--- src/rtl/keyed_rst_pkg.sv ---
// Package: register addresses, key bytes and status bit positions.
// Assumes: used by every module of the keyed reset generator.
package keyed_rst_pkg;
    localparam int          ADDR_W       = 2;
    localparam int          DATA_W       = 8;
    localparam logic [1:0]  ADDR_KICK    = 2'd0;
    localparam logic [1:0]  ADDR_SWRST   = 2'd1;
    localparam logic [1:0]  ADDR_STATUS  = 2'd2;
    localparam logic [7:0]  KICK_KEY_A   = 8'h1E;
    localparam logic [7:0]  KICK_KEY_B   = 8'hE1;
    localparam logic [7:0]  SWRST_KEY_A  = 8'h5A;
    localparam logic [7:0]  SWRST_KEY_B  = 8'hA5;
    localparam int          STAT_WDT_BIT = 0;
    localparam int          STAT_SW_BIT  = 1;
endpackage

--- src/rtl/seq_unlock.sv ---
// Two-byte key tracker for a single register address.
// What it does: hit is high for one cycle, during the write that supplies
// KEY_B right after KEY_A. Any other write to the same address disarms the
// tracker. Writes to other addresses leave it unchanged.
// Assumes: at most one write per cycle; synchronous active-low reset.
module seq_unlock
    import keyed_rst_pkg::*;
#(
    parameter logic [ADDR_W-1:0] ADDR  = '0,
    parameter logic [DATA_W-1:0] KEY_A = '0,
    parameter logic [DATA_W-1:0] KEY_B = '1
) (
    input  logic              clk,
    input  logic              rst_n,
    input  logic              wr_en,
    input  logic [ADDR_W-1:0] wr_addr,
    input  logic [DATA_W-1:0] wr_data,
    output logic              hit
);
    logic armed;
    logic sel;

    // Decode a write aimed at this tracker.
    assign sel = wr_en && (wr_addr == ADDR);
    // The sequence completes when the armed tracker receives the second key.
    assign hit = sel && armed && (wr_data == KEY_B);

    // Arm on the first key; any other write here returns to idle.
    always_ff @(posedge clk) begin
        if (!rst_n)       armed <= 1'b0;
        else if (sel)     armed <= !armed && (wr_data == KEY_A);
    end

    // a wrong byte to an armed tracker disarms it.
    assert_break_disarms_R5: assert property (@(posedge clk) disable iff (!rst_n)
        (sel && armed && wr_data != KEY_B) |=> !armed);
    // writes to other addresses leave the tracker state alone.
    assert_other_addr_keeps_R6: assert property (@(posedge clk) disable iff (!rst_n)
        (!sel) |=> $stable(armed));
endmodule

--- src/rtl/wdt_counter.sv ---
// Watchdog counter with a power-of-two timeout.
// What it does: counts enabled cycles. When the count reaches
// 2^(BASE_LOG2+sel)-1, expire goes high for one cycle and the count restarts.
// kick clears the count. hold (the reset pulse) clears it and stops it.
// Assumes: sel is steady while enable is high.
module wdt_counter #(
    parameter int BASE_LOG2 = 4,
    parameter int SEL_W     = 3
) (
    input  logic             clk,
    input  logic             rst_n,
    input  logic             enable,
    input  logic [SEL_W-1:0] sel,
    input  logic             kick,
    input  logic             hold,
    output logic             expire
);
    localparam int CW = BASE_LOG2 + (1 << SEL_W);
    localparam logic [CW-1:0] ONE = CW'(1);

    logic [CW-1:0] cnt;
    logic [CW-1:0] shamt;
    logic [CW-1:0] last;

    // Work out the final count value for the selected timeout.
    always_comb begin
        shamt = CW'(BASE_LOG2) + CW'(sel);
        last  = (ONE << shamt) - ONE;
    end

    // Expiry happens on the final counted cycle while running.
    assign expire = enable && !hold && !kick && (cnt == last);

    // Count up, or clear on kick, expiry, hold or disable.
    always_ff @(posedge clk) begin
        if (!rst_n)                         cnt <= '0;
        else if (hold || !enable || kick)   cnt <= '0;
        else if (cnt == last)               cnt <= '0;
        else                                cnt <= cnt + ONE;
    end

    // the count is zero in the cycle after any held cycle.
    assert_hold_clears_R8: assert property (@(posedge clk) disable iff (!rst_n)
        hold |=> (cnt == '0));
    // a disabled watchdog keeps a zero count and never expires.
    assert_disabled_idle_R9: assert property (@(posedge clk) disable iff (!rst_n)
        !enable |=> (cnt == '0));
    // a restart leaves the count at zero.
    assert_kick_restarts_R3: assert property (@(posedge clk) disable iff (!rst_n)
        (kick && !hold) |=> (cnt == '0));
endmodule

--- src/rtl/rst_pulse_gen.sv ---
// Fixed-length pulse generator for the internal reset.
// What it does: a trigger while idle raises pulse for exactly LEN cycles,
// starting in the cycle after the trigger. Triggers during a pulse are dropped.
// Assumes: LEN >= 1.
module rst_pulse_gen #(
    parameter int LEN = 16
) (
    input  logic clk,
    input  logic rst_n,
    input  logic trigger,
    output logic pulse
);
    localparam int PW = $clog2(LEN + 1);
    localparam logic [PW-1:0] LEN_V = PW'(LEN);

    logic [PW-1:0] left;
    logic [PW-1:0] run_len;

    assign pulse = (left != '0);

    // Load the length on an idle trigger, then count down to zero.
    always_ff @(posedge clk) begin
        if (!rst_n)                 left <= '0;
        else if (pulse)             left <= left - PW'(1);
        else if (trigger)           left <= LEN_V;
    end

    // Checker bookkeeping: number of high cycles in the current pulse.
    always_ff @(posedge clk) begin
        if (!rst_n || !pulse)       run_len <= '0;
        else                        run_len <= run_len + PW'(1);
    end

    // every pulse lasts exactly LEN cycles.
    assert_pulse_len_R1: assert property (@(posedge clk) disable iff (!rst_n)
        $fell(pulse) |-> (run_len == LEN_V));
    // a pulse starts only right after an idle trigger.
    assert_pulse_cause_R1: assert property (@(posedge clk) disable iff (!rst_n)
        $rose(pulse) |-> $past(trigger));
endmodule

--- src/rtl/keyed_reset_gen.sv ---
// Top level: keyed watchdog plus a software reset, with cause flags.
// What it does: two key trackers decode the restart sequence and the
// software-reset sequence. The watchdog counter and the software request
// share one 16-cycle pulse generator. Sticky flags record which source fired.
// Assumes: one write per cycle; wdt_sel steady while the watchdog counts.
module keyed_reset_gen
    import keyed_rst_pkg::*;
#(
    parameter int PULSE_LEN = 16,
    parameter int BASE_LOG2 = 4,
    parameter int SEL_W     = 3
) (
    input  logic             clk,
    input  logic             rst_n,
    input  logic             wr_en,
    input  logic [1:0]       wr_addr,
    input  logic [7:0]       wr_data,
    input  logic             wdt_en,
    input  logic [SEL_W-1:0] wdt_sel,
    output logic             rst_pulse,
    output logic             cause_wdt,
    output logic             cause_sw
);
    logic kick_hit;
    logic sw_hit;
    logic expire;
    logic stat_wr;

    // Tracker for the watchdog restart key.
    seq_unlock #(.ADDR(ADDR_KICK), .KEY_A(KICK_KEY_A), .KEY_B(KICK_KEY_B)) u_kick_key (
        .clk(clk), .rst_n(rst_n), .wr_en(wr_en), .wr_addr(wr_addr),
        .wr_data(wr_data), .hit(kick_hit)
    );

    // Tracker for the software-reset key.
    seq_unlock #(.ADDR(ADDR_SWRST), .KEY_A(SWRST_KEY_A), .KEY_B(SWRST_KEY_B)) u_sw_key (
        .clk(clk), .rst_n(rst_n), .wr_en(wr_en), .wr_addr(wr_addr),
        .wr_data(wr_data), .hit(sw_hit)
    );

    // Watchdog, frozen while the pulse it may have caused is active.
    wdt_counter #(.BASE_LOG2(BASE_LOG2), .SEL_W(SEL_W)) u_wdt (
        .clk(clk), .rst_n(rst_n), .enable(wdt_en), .sel(wdt_sel),
        .kick(kick_hit), .hold(rst_pulse), .expire(expire)
    );

    // Shared fixed-length reset pulse.
    rst_pulse_gen #(.LEN(PULSE_LEN)) u_pulse (
        .clk(clk), .rst_n(rst_n), .trigger(expire || sw_hit), .pulse(rst_pulse)
    );

    assign stat_wr = wr_en && (wr_addr == ADDR_STATUS);

    // Sticky cause flags: a hardware set wins over a software clear.
    always_ff @(posedge clk) begin
        if (!rst_n) begin
            cause_wdt <= 1'b0;
            cause_sw  <= 1'b0;
        end else begin
            cause_wdt <= expire || (cause_wdt && !(stat_wr && !wr_data[STAT_WDT_BIT]));
            cause_sw  <= sw_hit || (cause_sw  && !(stat_wr && !wr_data[STAT_SW_BIT]));
        end
    end

    // the watchdog flag rises together with a new pulse.
    assert_wdt_flag_R2: assert property (@(posedge clk) disable iff (!rst_n)
        $rose(cause_wdt) |-> $rose(rst_pulse));
    // the software flag rises only while a pulse is high.
    assert_sw_flag_R4: assert property (@(posedge clk) disable iff (!rst_n)
        $rose(cause_sw) |-> rst_pulse);
    // without a status write, the flags never drop.
    assert_flag_hold_R7: assert property (@(posedge clk) disable iff (!rst_n)
        (!stat_wr && cause_wdt && cause_sw) |=> (cause_wdt && cause_sw));
endmodule

--- config.mk ---
export PLATFORM = sky130hd
export DESIGN_NAME = keyed_reset_gen
export DESIGN_NICKNAME = d
export VERILOG_FILES = /design/src/rtl/keyed_rst_pkg.sv /design/src/rtl/seq_unlock.sv /design/src/rtl/wdt_counter.sv /design/src/rtl/rst_pulse_gen.sv /design/src/rtl/keyed_reset_gen.sv
export SDC_FILE = /design/constraint.sdc
export NUM_CORES = 1
export LEC_CHECK = 0
export BUFFER_PORTS_ARGS = -buffer_cell sky130_fd_sc_hd__buf_4
export CAP_MARGIN = 20
export CORE_ASPECT_RATIO = 0.75
export CORE_UTILIZATION = 40
export DETAILED_ROUTE_END_ITERATION = 7
export SLEW_MARGIN = 20
export SYNTH_ARGS = -nofsm -noshare
export SYNTH_HDL_FRONTEND = slang
export SYNTH_HIERARCHICAL = 1
export SYNTH_SLANG_ARGS = --single-unit
export TNS_END_PERCENT = 5
--- constraint.sdc ---
create_clock -name clk -period 5.85 [get_ports clk]
set_input_delay 0 -clock clk [delete_from_list [all_inputs] [get_ports clk]]
set_output_delay 0 -clock clk [all_outputs]
set_load 0.05 [all_outputs]
# == Word-level counts from Yosys, hierarchy flattened ==
# Index checks and enable logic that the tools add are counted.
# totals
ff_bits,21
out_inout_bits,3
elab_cells,55
# classes
n_addsub,4
n_eq_ne,7
shift,1
mux,2
bitwise_logic,1
reduce_logical,34
# op_table
cell,count
"8-bit equality test, second input constant",2
1-bit logical AND,16
"12-bit by 1-bit adder with 12-bit output, second input constant",1
12-bit equality test,1
"1-bit by 12-bit left shift with 12-bit output, first input constant",1
"12-bit by 1-bit subtractor with 12-bit output, second input constant",1
5-bit two-way mux,2
1-bit logical NOT,9
"8-bit by 5-bit equality test with 1-bit output, second input constant",1
"8-bit by 7-bit equality test with 1-bit output, second input constant",1
1-bit logical OR,5
5-bit nonzero test,1
"5-bit by 1-bit subtractor with 5-bit output, second input constant",1
"3-bit by 3-bit adder with 4-bit output, first input constant",1
3-bit OR reduction,1
"2-bit by 1-bit equality test with 1-bit output, second input constant",1
"2-bit equality test, second input constant",1
2-bit logical NOT,1
2-bit nonzero test,1
1-bit inverter,1

# == Longest topological paths before layout ==
# logic_depth
ltp_word,10
ltp_mapped,10
mapped_depth_nobuf,9

# == Hierarchy ==
# Netlist, hierarchy kept.
# modules_own_cells
mod,instances,cells_each,area_each_um2
wdt_counter,1,96,778.2
rst_pulse_gen,1,25,252.7
seq_unlock (u_sw_key),1,11,98.8
seq_unlock (u_kick_key),1,11,96.3
keyed_reset_gen,1,10,82.6

# == Worst setup path after synthesis ==
# Ideal clock, no wire load.
# synth_path
kind,register -> register
startpoint,register u_pulse.left[0]
endpoint,register u_wdt.cnt[10]
setup_time_ns,0.070
t_arrival_ns,2.033
t_required_ns,5.780
setup_slack_ns,3.747
stages_incl_launch_ff,10
path_buffers,2
synth_period_minus_slack_ns,2.103
cell_sequence,dfxtp_1 inv_1 ha_1 or4b_4 buf_6 nor3b_1 and2_1 clkbuf_1 o21ai_0 a21oi_1
# synth_between
elab_chain_len,4
# synth_lines
item,line,text
from (decl),rst_pulse_gen.sv:16,logic [PW-1:0] left;
from (signal assigned),rst_pulse_gen.sv:24,else if (pulse) left <= left - PW'(1);
5-bit nonzero test,rst_pulse_gen.sv:19,assign pulse = (left != '0);
via rst_pulse,keyed_reset_gen.sv:20,"output logic rst_pulse,"
1-bit logical OR (2 in series),wdt_counter.sv:37,else if (hold || !enable || kick) cnt <= '0;
3-bit OR reduction (no line),-,
to (signal assigned),wdt_counter.sv:39,else cnt <= cnt + ONE;
to (decl),wdt_counter.sv:21,logic [CW-1:0] cnt;
# The timed path passes the listed nets, and every way through them passes these cells.
# A chain may end at the register's enable or synchronous reset.

# == Worst setup path after layout ==
# layout_path
startpoint,register u_wdt.cnt[0]
endpoint,register u_pulse.left[4]
# layout_between
elab_chain_len,4
# layout_lines
item,line,text
12-bit equality test,wdt_counter.sv:32,assign expire = enable && !hold && !kick && (cnt == last);
1-bit logical AND,wdt_counter.sv:32,
via expire,keyed_reset_gen.sv:26,logic expire;
1-bit logical OR,keyed_reset_gen.sv:49,".clk(clk), .rst_n(rst_n), .trigger(expire || sw_hit), .pulse(rst_pulse)"
2-bit nonzero test (no line),-,
# The timed path passes the listed nets, and every way through them passes these cells.

==> summary.txt <==
Yosys
  • Syn_nets: between 150 and 200
  • Synth Register Bits: 21
  • Post-synthesis simple-gate area fraction: 0.338
  • Main combinational cell family by area after synthesis: simple AND/OR/NAND/NOR gates
  • Post-synthesis sequential area ratio: 0.321
  • Synth Instances: between 150 and 200
  • YS warnings: 6
  • EDFF count, synth: 0
  • Adder-cell area share of the yosys netlist: 0.0191
  • Mapped Area: 1310 sq um
  • Top FF cell, synth: dfxtp_1
  • Mux contribution to synthesized area: 0.00765
  • Post-synthesis cell type count: 49
  • Async SR Flop Fraction: 0
  • Post-synthesis xor/xnor area fraction: 0.0468
  • Compound-gate portion of the synthesized area: 0.213
  • Avg Inst Size Synth: approximately 8.6 sq um

Cells and area
  • Most frequent cells in the layout: dfxtp_1, buf_4, a21oi_1
  • Final #Nets: 187
  • Most common cell after layout, fill and taps aside: dfxtp_1
  • Finished Core Util: 0.490
  • Inserted Diodes: 0
  • Final cell count without fillers: approximately 200
  • Layout cells sized above 1: 0.186
  • Area delta synth->final: 13.2%

Critical path
  • CP max FO: 12
  • Arrival @ worst endpoint: 2.54 ns
  • Cell mode on critical path: nor2b_1
  • CP peak stage delay: ~0.42 ns
  • Setup CP Type: flip-flop to flip-flop
  • Slowest CP cell: a21oi_2
  • Crit path required time: 6.05 ns
  • Critical path's top delay family: compound AO/OA/AOI/OAI gates
  • WP depth: 9
  • CP Buf/Inv Count: 0
  • CP cell instances: ha_1 > nand3_1 > a2111o_1 > a21oi_2 > and3_1 > or2_2 > nor2b_1 > mux2i_1 > nor2b_1
  • FF-to-FF path depth: 9
  • Worst setup EP type: flip-flop
  • CP startpoint kind: flip-flop

Timing
  • Rel. slew slack: 0.401
  • Fin. max-slew vios: 0
  • Fmax: between 400 and 500 MHz
  • Worst-margin pin slew: between 0.8 and 0.9 ns
  • RSZ-0062 raised after global routing: false
  • Post-layout min period: 2.34 ns
  • Tcrit/Tclk final: 0.400
  • Clk_skew: ~0.0032 ns
  • # setup viols final: 0
  • Final setup TNS: 0 ns
  • Final Hold Fails: 0

Global route
  • GRT Total Usage: 0.173
  • First-pass GRT wire length: approximately 4.6 mm
  • Largest net degree at the start of global routing: 14
  • Initial antenna violation count: 0
  • Vias in the first global route: ~1000
  • Overflow after GRT: 0

Clock network
  • Cts hold-fix bufs: 0
  • Clock Path Buffers: 2
  • CTS tree: done
  • Clk Latency, worst-skew pair: approximately 0.25 ns
  • Postcts setup bufs: 0
  • CTS H-tree lvls: 1
  • Root buffer cell: clkbuf_8
  • Cts bufs inserted: 3
  • CTS sink count: 21
  • Post-CTS sizing: 0
  • Clock-pin slew on the worst setup and hold paths: roughly 0.07 ns

Power
  • Leak: around 0.54 nW
  • Final Total Pwr: about 0.38 mW
  • Pwr Density: 254 nW/um^2
  • Peak VDD IR: approximately 130 uV

Detailed routing
  • DRT iter0 DRCs: 88
  • First-pass DRT Iterations: 4
  • Routed len/inst: approximately 14 um
  • Routed WL: 2.79 mm
  • Final ANT Viol Nets: 0
  • Via density: ~5.8
  • DRC viols: 0
  • Vias: between 1000 and 1500

Hold path
  • HP Class: input port to flip-flop
  • Hold Path Depth: 3

Floorplanning
  • Core area: 3020 sq um
  • Ports: 20
  • Die Area: about 3500 sq um
  • Die H: 51.5 um
  • Die X: slightly below 70 um
  • Std-Cell Rows: 17
  • Initial Util: 0.433

Run
  • Max-cap viol count: 0

Placement
  • Placed insts: ~200
  • HPWL Detailed: 2.02 mm
  • IO Port Bufs: 19
  • RD Place Congestion: 0.798

Status
  • Status: completed
cell usage after synthesis, types with 2 or more instances:
master,instances,share of area
nor2_1,5,0.014
nand2_1,10,0.029
nand3_1,7,0.027
o21ai_0,9,0.034
ha_1,2,0.019
nor4_1,4,0.019
buf_2,2,0.0076
a21oi_1,16,0.061
and3_1,2,0.0096
clkbuf_1,2,0.0057
and4bb_2,2,0.019
xor2_1,2,0.013
inv_1,2,0.0057
nor3_1,9,0.034
nand2b_1,2,0.0096
buf_6,2,0.017
nand4b_1,2,0.013
or4bb_1,2,0.017
nand3b_1,4,0.023
o31a_1,3,0.020
o21a_1,5,0.029
and4_1,2,0.013
xnor2_1,5,0.033
nor3b_1,3,0.017
nor2b_1,3,0.014
buf_4,3,0.017
dfxtp_1,21,0.32
state kept, by name, indices dropped and copies added, names as in the netlist:
| register | cells |
|---|---|
| u_kick_key/armed | 1 |
| cause_wdt | 1 |
| u_sw_key/armed | 1 |
| u_wdt/cnt | 12 |
| u_pulse/left | 5 |
| cause_sw | 1 |
final cells by class:
| class | count | area, sq um |
|---|---|---|
| sequential | 21 | 420 |
| tap | 38 | 47.5 |
| inverter | 2 | 7.51 |
| timing repair buffer | 19 | 143 |
| multi-input combinational | 121 | 818 |
| clock buffer | 4 | 45.0 |
| fill | 311 | 1540 |
cells by family (layout without fill, tap and decap cells):
| kind of cell | Yosys count | count (layout) |
|---|---|---|
| buffers and inverters | 11 | 25 |
| AND/OR/NAND/NOR | 68 | 68 |
| multiplexers | 1 | 1 |
| flip-flops | 21 | 21 |
| AO/OA/AOI/OAI | 43 | 43 |
| XOR/XNOR | 7 | 7 |
| adder cells (fa/ha/maj) | 2 | 2 |
path summary, 6_finish.rpt:
path                                                  start                           end  slack, ns
worst max-delay path                u_wdt/cnt[0]$_SDFF_PP0_  u_pulse/left[4]$_SDFFE_PN0P_       3.51
worst min-delay path                             wr_data[0]          cause_wdt$_SDFF_PN0_       0.04
worst max register to register      u_wdt/cnt[0]$_SDFF_PP0_  u_pulse/left[4]$_SDFFE_PN0P_       3.51
worst min register to register  u_sw_key/armed$_SDFFE_PN0P_   u_sw_key/armed$_SDFFE_PN0P_       0.47
power by group:
part	leakage, nW	switching, mW	internal [mW]	total (mW)
Combinational	0.347	0.0646	0.0546	0.119
Sequential	0.170	0.00933	0.155	0.164
Clock	0.0228	0.0440	0.0484	0.0924
Total	0.540	0.118	0.258	0.376
worst reg2reg max path, stage by stage, from the launching register on:
cell and delay, ns:
dfxtp_1 0.36, ha_1 0.23, nand3_1 0.14, a2111o_1 0.39, a21oi_2 0.42, and3_1 0.28
or2_2 0.15, nor2b_1 0.13, mux2i_1 0.07, nor2b_1 0.10
metrics by stage:
| step | instance area, sq um | setup WS [ns] | hold WS, ns |
|---|---|---|---|
| after CTS | 1480 | 3.52 | 0.0376 |
| after detailed placement | 1440 | 3.56 | 0.307 |
| after global placement | 1440 | 3.62 | 0.299 |
| after global routing | 1480 | 3.29 | 0.0357 |
| after floorplan | 1310 | 3.75 | 0.128 |
| final | 1480 | 3.51 | 0.0376 |
layer usage:
metal,GRT usage,share of wire,vias up
li1,-,-,607
met3,0.0395,0.063,2
met5,0,0,-
met4,0.0313,0.0032,0
met1,0.262,0.52,554
met2,0.247,0.41,30
Note: power is estimated with default switching activity, not from simulation.
